==> src/rtl/raster819_pkg.sv <==
package raster819_pkg;

    typedef struct packed {
        logic hsync_n;
        logic vsync_n;
        logic video_en;
        logic field_odd;
        logic csync;
    } raster_sig_t;

endpackage

==> src/rtl/raster_hstep.sv <==
module raster_hstep #(
    parameter int H_TOTAL = 2442,
    localparam int HW = $clog2(H_TOTAL)
) (
    input  logic [HW-1:0] h_i,
    output logic [HW-1:0] h_o,
    output logic          wrap_o
);
    localparam logic [HW-1:0] H_LAST = HW'(H_TOTAL - 1);

    always_comb begin
        wrap_o = (h_i == H_LAST);
        h_o    = wrap_o ? '0 : h_i + 1'b1;
    end
endmodule

==> src/rtl/raster_vstep.sv <==
module raster_vstep #(
    parameter int V_TOTAL = 819,
    localparam int VW = $clog2(V_TOTAL)
) (
    input  logic [VW-1:0] v_i,
    input  logic          adv_i,
    output logic [VW-1:0] v_o
);
    localparam logic [VW-1:0] V_LAST = VW'(V_TOTAL - 1);

    always_comb begin
        if (!adv_i)              v_o = v_i;
        else if (v_i == V_LAST)  v_o = '0;
        else                     v_o = v_i + 1'b1;
    end
endmodule

==> src/rtl/raster_decode.sv <==
module raster_decode
    import raster819_pkg::*;
#(
    parameter int H_TOTAL      = 2442,
    parameter int HSYNC_END    = 63,
    parameter int HACT_START   = 190,
    parameter int HACT_END     = 2400,
    parameter int V_TOTAL      = 819,
    parameter int F1_ACT_FIRST = 39,
    parameter int F1_ACT_LAST  = 406,
    parameter int F1_END_LINE  = 409,
    parameter int F2_ACT_FIRST = 447,
    parameter int F2_ACT_LAST  = 816,
    localparam int HW = $clog2(H_TOTAL),
    localparam int VW = $clog2(V_TOTAL)
) (
    input  logic [HW-1:0] h_i,
    input  logic [VW-1:0] v_i,
    output raster_sig_t   sig_o
);
    localparam logic [HW-1:0] HS_END  = HW'(HSYNC_END);
    localparam logic [HW-1:0] HA_LO   = HW'(HACT_START);
    localparam logic [HW-1:0] HA_HI   = HW'(HACT_END);
    localparam logic [HW-1:0] HALF    = HW'(H_TOTAL / 2);
    localparam logic [VW-1:0] A1_LO   = VW'(F1_ACT_FIRST);
    localparam logic [VW-1:0] A1_HI   = VW'(F1_ACT_LAST);
    localparam logic [VW-1:0] A2_LO   = VW'(F2_ACT_FIRST);
    localparam logic [VW-1:0] A2_HI   = VW'(F2_ACT_LAST);
    localparam logic [VW-1:0] SWITCH  = VW'(F1_END_LINE);
    localparam logic [VW-1:0] SWITCH1 = VW'(F1_END_LINE + 1);

    logic first_half, line_in_win, pix_in_win, vs_f1, vs_f2;

    always_comb begin
        first_half   = (h_i < HALF);
        vs_f1        = (v_i == '0);
        vs_f2        = ((v_i == SWITCH) && !first_half) ||
                       ((v_i == SWITCH1) && first_half);
        line_in_win  = ((v_i >= A1_LO) && (v_i <= A1_HI)) ||
                       ((v_i >= A2_LO) && (v_i <= A2_HI));
        pix_in_win   = (h_i >= HA_LO) && (h_i < HA_HI);

        sig_o.hsync_n   = (h_i >= HS_END);
        sig_o.vsync_n   = !(vs_f1 || vs_f2);
        sig_o.video_en  = line_in_win && pix_in_win;
        sig_o.field_odd = (v_i < SWITCH) || ((v_i == SWITCH) && first_half);
        sig_o.csync     = sig_o.hsync_n | sig_o.vsync_n;
    end
endmodule

==> src/rtl/raster819_timing.sv <==
module raster819_timing
    import raster819_pkg::*;
#(
    parameter int H_TOTAL      = 2442,
    parameter int HSYNC_END    = 63,
    parameter int HACT_START   = 190,
    parameter int HACT_END     = 2400,
    parameter int V_TOTAL      = 819,
    parameter int F1_ACT_FIRST = 39,
    parameter int F1_ACT_LAST  = 406,
    parameter int F1_END_LINE  = 409,
    parameter int F2_ACT_FIRST = 447,
    parameter int F2_ACT_LAST  = 816,
    localparam int HW = $clog2(H_TOTAL),
    localparam int VW = $clog2(V_TOTAL)
) (
    input  logic clk,
    input  logic rst,
    output logic hsync_n,
    output logic vsync_n,
    output logic video_en,
    output logic field_odd,
    output logic csync
);
    typedef struct packed {
        logic [HW-1:0] h;
        logic [VW-1:0] v;
        raster_sig_t   sig;
    } state_t;

    state_t        state_d, state_q;
    logic [HW-1:0] h_step, h_d;
    logic [VW-1:0] v_step, v_d;
    logic          h_wrap;
    raster_sig_t   sig_d;

    raster_hstep #(.H_TOTAL(H_TOTAL)) u_hstep (
        .h_i(state_q.h), .h_o(h_step), .wrap_o(h_wrap)
    );

    raster_vstep #(.V_TOTAL(V_TOTAL)) u_vstep (
        .v_i(state_q.v), .adv_i(h_wrap), .v_o(v_step)
    );

    // Next position: reset forces pixel 0 of line 0
    always_comb begin
        h_d = rst ? '0 : h_step;
        v_d = rst ? '0 : v_step;
    end

    // Outputs are decoded from the next position so they line up with the counts
    raster_decode #(
        .H_TOTAL(H_TOTAL), .HSYNC_END(HSYNC_END),
        .HACT_START(HACT_START), .HACT_END(HACT_END),
        .V_TOTAL(V_TOTAL),
        .F1_ACT_FIRST(F1_ACT_FIRST), .F1_ACT_LAST(F1_ACT_LAST),
        .F1_END_LINE(F1_END_LINE),
        .F2_ACT_FIRST(F2_ACT_FIRST), .F2_ACT_LAST(F2_ACT_LAST)
    ) u_decode (
        .h_i(h_d), .v_i(v_d), .sig_o(sig_d)
    );

    assign state_d = '{h: h_d, v: v_d, sig: sig_d};

    always_ff @(posedge clk) begin
        state_q <= state_d;
    end

    logic [HW-1:0] h_q;
    logic [VW-1:0] v_q;
    assign h_q = state_q.h;
    assign v_q = state_q.v;

    assign hsync_n   = state_q.sig.hsync_n;
    assign vsync_n   = state_q.sig.vsync_n;
    assign video_en  = state_q.sig.video_en;
    assign field_odd = state_q.sig.field_odd;
    assign csync     = state_q.sig.csync;
endmodule

==> config.mk <==
export PLATFORM = sky130hd
export DESIGN_NAME = raster819_timing
export DESIGN_NICKNAME = d
export VERILOG_FILES = /design/src/rtl/raster819_pkg.sv /design/src/rtl/raster_hstep.sv /design/src/rtl/raster_vstep.sv /design/src/rtl/raster_decode.sv /design/src/rtl/raster819_timing.sv
export SDC_FILE = /design/constraint.sdc
export NUM_CORES = 1
export LEC_CHECK = 0
export BUFFER_PORTS_ARGS = -buffer_cell sky130_fd_sc_hd__buf_2
export CORE_ASPECT_RATIO = 0.8
export CORE_UTILIZATION = 50
export DETAILED_ROUTE_END_ITERATION = 10
export PLACE_DENSITY = 0.66
export SYNTH_ARGS = -nofsm -noshare
export SYNTH_HDL_FRONTEND = slang
export SYNTH_SLANG_ARGS = --single-unit
export TNS_END_PERCENT = 20
==> constraint.sdc <==
create_clock -name clk -period 4.13 [get_ports clk]
set_clock_uncertainty 0.2 [all_clocks]
set_input_delay 0.2065 -clock clk [delete_from_list [all_inputs] [get_ports clk]]
set_output_delay 0.2065 -clock clk [all_outputs]
set_load 0.02 [all_outputs]
After elaboration in Yosys (flattened, before gate mapping) --
Cells that the tools add are included. Widths: inputs -> output; s select.
Storage, ports and cells: logic and storage cells 42, output and inout port bits 5, flip-flop bits (word level) 27, input bits 2
Cells by class: bitwise gates (word level) 1, $add $sub $neg 2, magnitude comparators 9, eq/ne operators 4, muxes and demuxes 5, reduce and logical (&&, ||, !) cells 14
Operator list (number):
- $mux 10 | 3
- $mux 12 | 2
- $eq 10x9->1 const B | 2
- $add 12x1->12 const B | 1
- $eq 12x12->1 const B | 1
- $ge 12x6->1 const B | 1
- $ge 12x8->1 const B | 1
- $lt 12x11->1 const B | 1
- $lt 12x12->1 const B | 1
- $add 10x1->10 const B | 1
- $eq 10x10->1 const B | 1
- $ge 10x6->1 const B | 1
- $ge 10x9->1 const B | 1
- $le 10x10->1 const B | 1
- $le 10x9->1 const B | 1
- $logic_not 10->1 | 1
- $lt 10x9->1 const B | 1
- $logic_and 1x1->1 | 7
- $logic_or 1x1->1 | 4
- $logic_not 1->1 | 2
- $or 1x1->1 | 1

Depth between registers and ports, before layout --
Gate-level depths: netlist of the first run.
depth after elaboration 10, mapped depth 11, mapped depth without buffers 9

Modules after synthesis --
A second synthesis of the first run with hierarchy kept.
Unflattened totals: cell total of the unflattened synthesis 181, area total of the unflattened synthesis 1605.3 µm²
Modules (own cells, without submodules):
- raster819_timing | cells an instance 51, area an instance 740.7 µm², times used 1, sequential area each 540.5 µm²
- raster_hstep | cells an instance 42, area an instance 299.0 µm², times used 1, sequential area each 0.0 µm²
- raster_vstep | cells an instance 45, area an instance 287.8 µm², times used 1, sequential area each 0.0 µm²
- raster_decode | cells an instance 43, area an instance 277.8 µm², times used 1, sequential area each 0.0 µm²

Worst setup path before layout of the first run --
Ideal clock, no wire load.
path type register to register, from reg state_q, in the netlist v_q[0], to reg state_q, in the netlist csync, arrival 2.648 ns, path buffers 2, data required time 3.794 ns, clock period less this slack 2.984 ns, library setup time 0.136 ns, cell stages (with the launch flop) 12, slack 1.146 ns, cell sequence dfxtp_1 -> clkbuf_1 -> inv_1 -> ha_1 -> or4b_4 -> or4_4 -> o21bai_4 -> buf_6 -> o21ai_2 -> or4_1 -> nor2_1 -> o31ai_1
RTL lines:
- start, declared | line raster819_timing.sv:31 | state_t state_d, state_q;
- start signal, assigned | line raster819_timing.sv:66 | state_q <= state_d;

==> flow_summary.json, run 1 <==
{
  "placed_cells": 302,
  "hold_start": "rst",
  "critPathBufInv": 1,
  "power_switching_share_pct": 23.70,
  "track_usage_pct": 24.78,
  "p_clk_share_pct": 34.8,
  "n_fill_cell": 372,
  "rsz0062_at_grt": "false",
  "grt_remaining_overflow": 0,
  "syn-num-nets": 265,
  "arrival_ns": 3.19,
  "fin_cells": 306,
  "cts_tree": "done",
  "place_hpwl_um": 3714,
  "pwr-share-comb_pct": 4.8,
  "synth_edf_count": 0,
  "vias": 1939,
  "synthCells": 259,
  "ys_types": 65,
  "dieHeight_um": 59.51,
  "seq_area_frac_synth_pct": 26.15,
  "initial_core_util_pct": 53.29,
  "hold_viol": 0,
  "cellLeakagePower_nw": 0.6794,
  "seqPwrFrac_pct": 60.4,
  "fin_crit_sh_pct": 78.35,
  "fin_tns_setup_ns": 0,
  "cp-end-kind": "flip-flop",
  "timing.fmax_mhz": 309.0,
  "yosysMostFrequentCell": "nor2_1",
  "antenna_left": 0,
  "crit_fanout": 13,
  "period_needed_ns": 3.236,
  "die_x_um": 73.89,
  "ys_async_sr_fraction_pct": 0,
  "rows": 20,
  "cp.required_ns": 4.09,
  "worst_pin_slew_ns": 0.4869,
  "clk_path_buf_depth": 2,
  "grt_use_met1_pct": 42.12,
  "setup_viol": 0,
  "startpoint_type": "flip-flop",
  "grt_pass1_wl_um": 8190,
  "min_path_type": "input port to flip-flop",
  "drive_gt1_share_pct": 10.36,
  "netlist_area_um2": 2067,
  "synth.avg_cell_area_um2": 7.981,
  "relSlewSlack_pct": 67.20,
  "cts_buffers": 3,
  "grt_util_met2_pct": 30.41,
  "p_sw_w": 0.0001051,
  "path_clk_slew_ns": 0.10,
  "grt_pass1_vias": 1609,
  "ctsResizeCount": 0,
  "critical_path_class": "flip-flop to flip-flop",
  "power.density_nw_per_um2": 209.5,
  "yosysWarnings": 0,
  "crit_chain": "inv_1, ha_1, or4b_4, or4_4, o21bai_4, a21oi_2, or4_1, nor2_1, o31ai_1",
  "antenna_found_initial": 0,
  "clk_latency_ns": 0.28,
  "io_pins": 7,
  "route.detailed.drc": 0,
  "max_stage_delay_ns": 0.55,
  "synth_area_leader_cell": "dfxtp_1",
  "gp_congestion": 0.8863,
  "ir_drop_v": 0.0001454,
  "crit_start": "v_q[0]$_DFF_P_",
  "final_cell_area_um2": 2116,
  "ys_top_cells_by_count": "28 x nor2_1, 27 x dfxtp_1, 14 x nand2_1, 14 x nand3_1, 12 x xnor2_1",
  "regArea_um2": 540.5,
  "yosys_register_bits": 27,
  "viasPerCell": 6.337,
  "cts_setup_buffers": 0,
  "nNetsFinal": 258,
  "grtUsageMet3_pct": 5.102,
  "placed_area_um2": 2069,
  "multi_input_area_um2": 1393,
  "routed_wl_um": 4983,
  "h-tree-depth": 1,
  "firstDrtPassIters": 5,
  "grt-busiest-layer": "met1",
  "status": "completed",
  "crit_path_top_delay_cell": "or4_4",
  "dieArea_um2": 4397,
  "core_um2": 3879,
  "area_delta_synth_final_pct": 2.361,
  "critical_path.top_delay_family": "simple AND/OR/NAND/NOR gates",
  "ctsHoldBuffers": 0,
  "final-max-slew-violation-count": 0,
  "ys_top_cells_by_area": "dfxtp_1 26%, nor2_1 5.1%, xnor2_1 5.1%",
  "drt_iter0_drc": 266,
  "cap_violations": 0,
  "ys.flop_type": "dfxtp_1",
  "regToRegStartpoint": "v_q[0]$_DFF_P_",
  "p_int_w": 0.0003382,
  "grt_max_degree": 16,
  "wl_per_cell_um": 16.28,
  "cts.sinks": 27,
  "diodes": 0,
  "clockRootBuffer": "clkbuf_8",
  "port_buffers": 6,
  "hold_slack_ns": 0.1278,
  "yosys.area.top_type_share_pct": 26.15
}
-- power groups by stage --
stage	clock [W]	combinational [W]	sequential, W
after global placement	0	0.0000214	0.000274
after global routing	0.000171	0.0000237	0.000268
after floorplan	0	0.0000203	0.000271
final	0.000154	0.0000215	0.000268
after detailed placement	0	0.0000211	0.000274
after CTS	0.000160	0.0000212	0.000267
-- stage by stage --
| stage | power [W] | worst slack, ns | utilization (%) |
|---|---|---|---|
| finish | 0.0004433 | 0.8942 | 54.55 |
| global route | 0.0004627 | 0.6988 | 54.55 |
| CTS | 0.0004487 | 0.9050 | 54.55 |
| detailed placement | 0.0002947 | 0.9240 | 53.35 |
| global placement | 0.0002949 | 0.8908 | 53.35 |
| floorplan | 0.0002911 | 1.146 | - |
-- cells in the final DEF, fill, tap and decap left out, types with 3 or more instances in the layout --
| cell type | Yosys | routed |
|---|---|---|
| and2_1 | 5 | 5 |
| o31ai_1 | 3 | 3 |
| buf_2 | 4 | 6 |
| nor4_1 | 5 | 5 |
| a311oi_1 | 4 | 4 |
| nand4_1 | 8 | 8 |
| a41oi_1 | 3 | 3 |
| nor3_1 | 8 | 8 |
| nor2_1 | 28 | 28 |
| o22ai_1 | 4 | 4 |
| nand2_1 | 14 | 14 |
| a21oi_1 | 4 | 4 |
| xnor2_1 | 12 | 12 |
| or3_1 | 7 | 7 |
| and3b_1 | 3 | 3 |
| nand3_1 | 14 | 14 |
| a31oi_1 | 4 | 4 |
| a211oi_1 | 3 | 3 |
| dfxtp_1 | 27 | 27 |
| xor2_1 | 4 | 4 |
| nand2b_1 | 5 | 5 |
| ha_1 | 4 | 4 |
| o41ai_1 | 3 | 3 |
| clkbuf_8 | 0 | 3 |
| or4_1 | 4 | 4 |
| o21ai_0 | 9 | 9 |
| inv_1 | 10 | 10 |
| nor2b_1 | 3 | 3 |
-- flip-flops by register name (all words and copies together), names as in the netlist --
name       flops
v_q           10
hsync_n        1
video_en       1
csync          1
vsync_n        1
field_odd      1
h_q           12
-- routing by layer --
metal / share of wire, % / up-vias / wire length [um]
met5: 0 / - / 0
met4: 0.42 / 0 / 21
met3: 8.4 / 2 / 417
met2: 38 / 78 / 1888
met1: 53 / 898 / 2656
li1: - / 961 / -
-- area by class of cell --
| type | instances | area share (%) |
|---|---|---|
| Multi-Input combinational cell | 204 | 65.82 |
| Sequential cell | 27 | 25.55 |
| Tap cell | 55 | 3.253 |
| Clock buffer | 3 | 1.952 |
| Inverter | 10 | 1.774 |
| Timing Repair Buffer | 6 | 1.419 |
| Clock inverter | 1 | 0.2365 |
-- path summary, 6_finish.rpt --
path,end,slack (ns),cells past startpoint
max,csync$_DFF_P_,0.89,9
min reg2reg,h_q[0]$_DFF_P_,0.35,1
min,h_q[9]$_DFF_P_,0.13,2
max reg2reg,csync$_DFF_P_,0.89,9
-- kinds of logic after synthesis --
group / synth area share (%)
AO/OA/AOI/OAI: 21.73
XOR/XNOR: 6.779
adder cells (fa/ha/maj): 2.421
buffers and inverters: 6.477
flip-flops: 26.15
multiplexers: 1.513
AND/OR/NAND/NOR: 34.93
Power figures use the tool's default switching activity.
==> inputs of run 2 (changes only) <==
clock period = 3.1 ns   (was 4.13 ns; I/O delays follow)
==> flow_summary.json, run 2 (synthesis results as in run 1) <==
{
  "seqPwrFrac_pct": 58.1,
  "grt_remaining_overflow": 0,
  "viasPerCell": 6.214,
  "die_x_um": 73.89,
  "cellLeakagePower_nw": 0.8560,
  "final_cell_area_um2": 2409,
  "cts_tree": "done",
  "dieArea_um2": 4397,
  "crit_chain": "inv_1, ha_1, or4b_4, or4_4, o21bai_4, nor2_2, or4_1, nor2_2, o31ai_1",
  "regArea_um2": 540.5,
  "layout_common_cells": "35 x buf_4, 27 x nor2_1, 27 x dfxtp_1",
  "io_pins": 7,
  "final_common_cell": "buf_4",
  "antenna_found_initial": 0,
  "regToRegStartpoint": "v_q[0]$_DFF_P_",
  "hold_slack_ns": 0.08230,
  "crit_start": "v_q[0]$_DFF_P_",
  "drive_gt1_share_pct": 23.08,
  "cpMostUsedCell": "nor2_2",
  "relSlewSlack_pct": 70.63,
  "dieHeight_um": 59.51,
  "n_fill_cell": 347,
  "fin_cells": 341,
  "drt_iter0_drc": 189,
  "timing.fmax_mhz": 338.8,
  "rsz0062_at_grt": "false",
  "rows": 20,
  "routed_wl_um": 5581,
  "clk_path_buf_depth": 2,
  "nNetsFinal": 293,
  "fin_tns_setup_ns": 0,
  "critical_path_class": "flip-flop to flip-flop",
  "hold_start": "rst",
  "setup_viol": 0,
  "period_needed_ns": 2.951,
  "multi_input_area_um2": 1419,
  "p_sw_w": 0.0001511,
  "core_um2": 3879,
  "grt_max_degree": 18,
  "min_path_type": "input port to flip-flop",
  "cap_violations": 0,
  "power.density_nw_per_um2": 253.8,
  "vias": 2119,
  "clockRootBuffer": "clkbuf_8",
  "pwr-share-comb_pct": 6.3,
  "cts_setup_buffers": 0,
  "p_clk_share_pct": 35.6,
  "crit_path_top_delay_cell": "or4_4",
  "placed_cells": 337,
  "placed_area_um2": 2332,
  "antenna_left": 0,
  "fin_crit_sh_pct": 95.21,
  "clk_latency_ns": 0.28,
  "cp-end-kind": "flip-flop",
  "gp_congestion": 0.9326,
  "path_clk_slew_ns": 0.10,
  "status": "completed",
  "ir_drop_v": 0.0002006,
  "worst_pin_slew_ns": 0.4406,
  "wl_per_cell_um": 16.37,
  "place_hpwl_um": 4352,
  "track_usage_pct": 27.96,
  "max_stage_delay_ns": 0.55,
  "grt_pass1_wl_um": 9204,
  "port_buffers": 6,
  "diodes": 0,
  "arrival_ns": 2.91,
  "p_int_w": 0.0004601,
  "power_switching_share_pct": 24.73,
  "route.detailed.drc": 0,
  "startpoint_type": "flip-flop",
  "grt_pass1_vias": 1765,
  "final-max-slew-violation-count": 0,
  "cp.required_ns": 3.06,
  "h-tree-depth": 1,
  "cts.sinks": 27,
  "cts_buffers": 3,
  "crit_fanout": 6,
  "area_delta_synth_final_pct": 16.53,
  "hold_viol": 0,
  "initial_core_util_pct": 53.29,
  "largest_reg_flops": 12,
  "firstDrtPassIters": 5,
  "ctsHoldBuffers": 0
}
-- run 2: changes by cell type in the layout (fill, tap and decap cells not counted), sizes merged --
| cell | change |
|---|---|
| buf | +35 |
| clkinv | -1 |
| inv | +1 |
-- run 2: metrics by stage --
stage | utilization [%] | total power, W | setup WS (ns)
after global placement | 60.13 | 0.0004001 | 0.1870
after CTS | 61.42 | 0.0006174 | 0.1227
after global routing | 62.10 | 0.0006336 | 0.008508
after detailed placement | 60.13 | 0.0004006 | 0.1382
after floorplan | - | 0.0003878 | 0.1163
final | 62.10 | 0.0006113 | 0.1486
-- run 2: metal layers --
metal | track usage (%) | up-vias | routed length [um]
li1 | - | 1026 | -
met5 | 0 | - | 0
met1 | 47.67 | 995 | 2975
met4 | 2.473 | 0 | 18
met3 | 5.102 | 2 | 489
met2 | 35.78 | 96 | 2097
-- run 2: final timing paths --
path                                  endpoint  slack [ns]  cells after the start
worst max-delay path             csync$_DFF_P_        0.15                      9
worst min-delay path            h_q[9]$_DFF_P_        0.08                      2
worst max register to register   csync$_DFF_P_        0.15                      9
worst min register to register  h_q[4]$_DFF_P_        0.44                      2
-- run 2: what timing repair did --
| action | 4_1_cts | 5_1_grt |
|---|---|---|
| endpoints found under the hold margin | 0 | 0 |
| setup endpoints to repair | 0 | 3 |
| resized for setup | 0 | 6 |
-- run 2: critical path: cells and delay by family, from the launching register on --
family	cells	cell delay [ns]
AO/OA/AOI/OAI	2	0.30
flip-flops	1	0.32
adder cells (fa/ha/maj)	1	0.15
AND/OR/NAND/NOR	5	1.78
buffers and inverters	1	0.08
-- run 2: final cells by class --
type | instances | share of cell area [%]
multi-input combinational | 204 | 58.91
clock inverter | 1 | 0.3636
clock buffer | 3 | 1.714
tap | 55 | 2.857
sequential | 27 | 22.44
inverter | 10 | 1.558
timing repair buffer | 41 | 12.16
-- run 2: power groups by stage --
| stage | Combinational, W | Clock [W] | Sequential (W) |
|---|---|---|---|
| 2_1_floorplan | 0.0000271 | 0 | 0.000361 |
| 3_3_place_gp | 0.0000374 | 0 | 0.000363 |
| 3_5_place_dp | 0.0000376 | 0 | 0.000363 |
| 4_1_cts | 0.0000377 | 0.000225 | 0.000355 |
| 5_1_grt | 0.0000414 | 0.000237 | 0.000356 |
| 6_report | 0.0000383 | 0.000218 | 0.000355 |
==> inputs of run 3 (changes only) <==
BUFFER_PORTS_ARGS = default   (was -buffer_cell sky130_fd_sc_hd__buf_2)
CORE_UTILIZATION = 60   (was 50)
DONT_BUFFER_PORTS = 1   (was default)
PLACE_DENSITY = 0.76   (was 0.66)
==> flow_summary.json, run 3 (synthesis results as in run 1) <==
{
  "status": "completed",
  "drt_iter0_drc": 272,
  "initial_core_util_pct": 65.09,
  "max_stage_delay_ns": 0.71,
  "h-tree-depth": 1,
  "die_x_um": 67.62,
  "crit_path_top_delay_cell": "or4b_1",
  "routed_wl_um": 5507,
  "min_path_type": "input port to flip-flop",
  "fin_tns_setup_ns": 0,
  "arrival_ns": 2.93,
  "nNetsFinal": 277,
  "antenna_left": 0,
  "dieArea_um2": 3685,
  "startpoint_type": "flip-flop",
  "whs_endpoint": "v_q[1]$_DFF_P_",
  "final-max-slew-violation-count": 0,
  "hold_start": "rst",
  "r2r_end": "field_odd$_DFF_P_",
  "critPathBufInv": 1,
  "worst_r2r_path_depth": 7,
  "dieHeight_um": 54.50,
  "timing.reg2reg.setup_slack_ns": 0.14,
  "grt_pass1_wl_um": 8700,
  "grt_remaining_overflow": 0,
  "cap_violations": 0,
  "clk_path_buf_depth": 2,
  "fin_crit_sh_pct": 95.39,
  "cts_buffers": 3,
  "cp-end-kind": "flip-flop",
  "relSlewSlack_pct": 68.95,
  "diodes": 0,
  "port_buffers": 0,
  "period_needed_ns": 2.957,
  "track_usage_pct": 32.42,
  "regToRegStartpoint": "h_q[2]$_DFF_P_",
  "drive_gt1_share_pct": 17.41,
  "crit_fanout": 7,
  "layout_common_cells": "28 x nor2_1, 27 x dfxtp_1, 24 x buf_4",
  "io_pins": 7,
  "wl_per_cell_um": 17.76,
  "cts.sinks": 27,
  "total_power_w": 0.0006019,
  "viasPerCell": 6.668,
  "hold_viol": 0,
  "place_hpwl_um": 4151,
  "gp_congestion": 0.9263,
  "area_delta_synth_final_pct": 9.806,
  "setup_viol": 0,
  "clk_latency_ns": 0.28,
  "timing.fmax_mhz": 338.2,
  "final_cell_area_um2": 2270,
  "grt_max_degree": 16,
  "critical_path.top_delay_family": "simple AND/OR/NAND/NOR gates",
  "cp.required_ns": 3.07,
  "largest_reg_flops": 12,
  "firstDrtPassIters": 5,
  "clockRootBuffer": "clkbuf_8",
  "final_util_pct": 71.47,
  "path_clk_slew_ns": 0.10,
  "route.detailed.drc": 0,
  "cts_tree": "done",
  "rows": 18,
  "placed_area_um2": 2201,
  "ir_drop_v": 0.0003209,
  "rsz0062_at_grt": "false",
  "power.density_nw_per_um2": 265.2,
  "holdPathStages": 2,
  "critical_path_class": "flip-flop to flip-flop",
  "cellLeakagePower_nw": 0.7756,
  "vias": 2067,
  "antenna_found_initial": 0,
  "final_common_cell": "nor2_1",
  "worst_pin_slew_ns": 0.4642,
  "core_um2": 3176,
  "crit_chain": "or4b_1, nor3_2, a32oi_1, a22oi_1, nand3_1, buf_4, o41ai_1",
  "grt_pass1_vias": 1796
}
-- run 3: how the worst max path moves through the flow --
| stage | startpoint | end | depth (start not counted) |
|---|---|---|---|
| finish | h_q[2]$_DFF_P_ | field_odd$_DFF_P_ | 7 |
| global route | v_q[0]$_DFF_P_ | video_en$_DFF_P_ | 10 |
| CTS | h_q[0]$_DFF_P_ | csync$_DFF_P_ | 8 |
| detailed placement | h_q[0]$_DFF_P_ | csync$_DFF_P_ | 8 |
| global placement | h_q[0]$_DFF_P_ | field_odd$_DFF_P_ | 8 |
| floorplan | v_q[0]$_DFF_P_ | csync$_DFF_P_ | 11 |
-- run 3: where the power goes --
| group | leakage, nW | switching (W) | total, W | internal, W |
|---|---|---|---|---|
| logic | 0.532 | 0.0000201 | 0.0000363 | 0.0000162 |
| clock network | 0.0255 | 0.000120 | 0.000211 | 0.0000904 |
| registers | 0.218 | 0.00000521 | 0.000355 | 0.000350 |
-- run 3: final cells by class --
cell class,instances,area (um^2)
Sequential cell,27,540.5
Tap cell,40,50.05
Multi-Input combinational cell,204,1405
Timing Repair Buffer,25,190.2
Fill cell,271,905.9
Clock inverter,1,5.005
Clock buffer,3,41.29
Inverter,10,37.54
-- run 3: per-layer routing --
metal	vias to the layer above	GRT usage (%)	part of all wire [%]
met3	4	8.333	12
li1	1000	-	-
met2	118	43.56	39
met1	945	50.81	48
met5	-	0	0
met4	0	4.610	0.51
-- run 3: per-stage QoR --
stage	hold WS, ns	worst slack, ns	std cells
2_1_floorplan	0.1820	0.1163	259
3_5_place_dp	0.04015	0.02467	305
5_1_grt	0.01910	0.005036	310
3_3_place_gp	0.04017	0.1117	305
6_report	0.02334	0.1428	310
4_1_cts	0.01081	0.01684	310
-- run 3: worst reg2reg max path: cells and delay by family (launching register included) --
family	cells	cell delay [ns]
AO/OA/AOI/OAI	3	0.82
flip-flops	1	0.37
AND/OR/NAND/NOR	3	1.26
buffers and inverters	1	0.21
-- run 3: timing repair --
| item | 4_1_cts | 5_1_grt |
|---|---|---|
| hold endpoints to repair | 6 | 0 |
| buffers inserted | 0 | 0 |
| hold buffers | 1 | 0 |
| resized for setup | 0 | 3 |
| endpoints found under the setup margin | 0 | 4 |
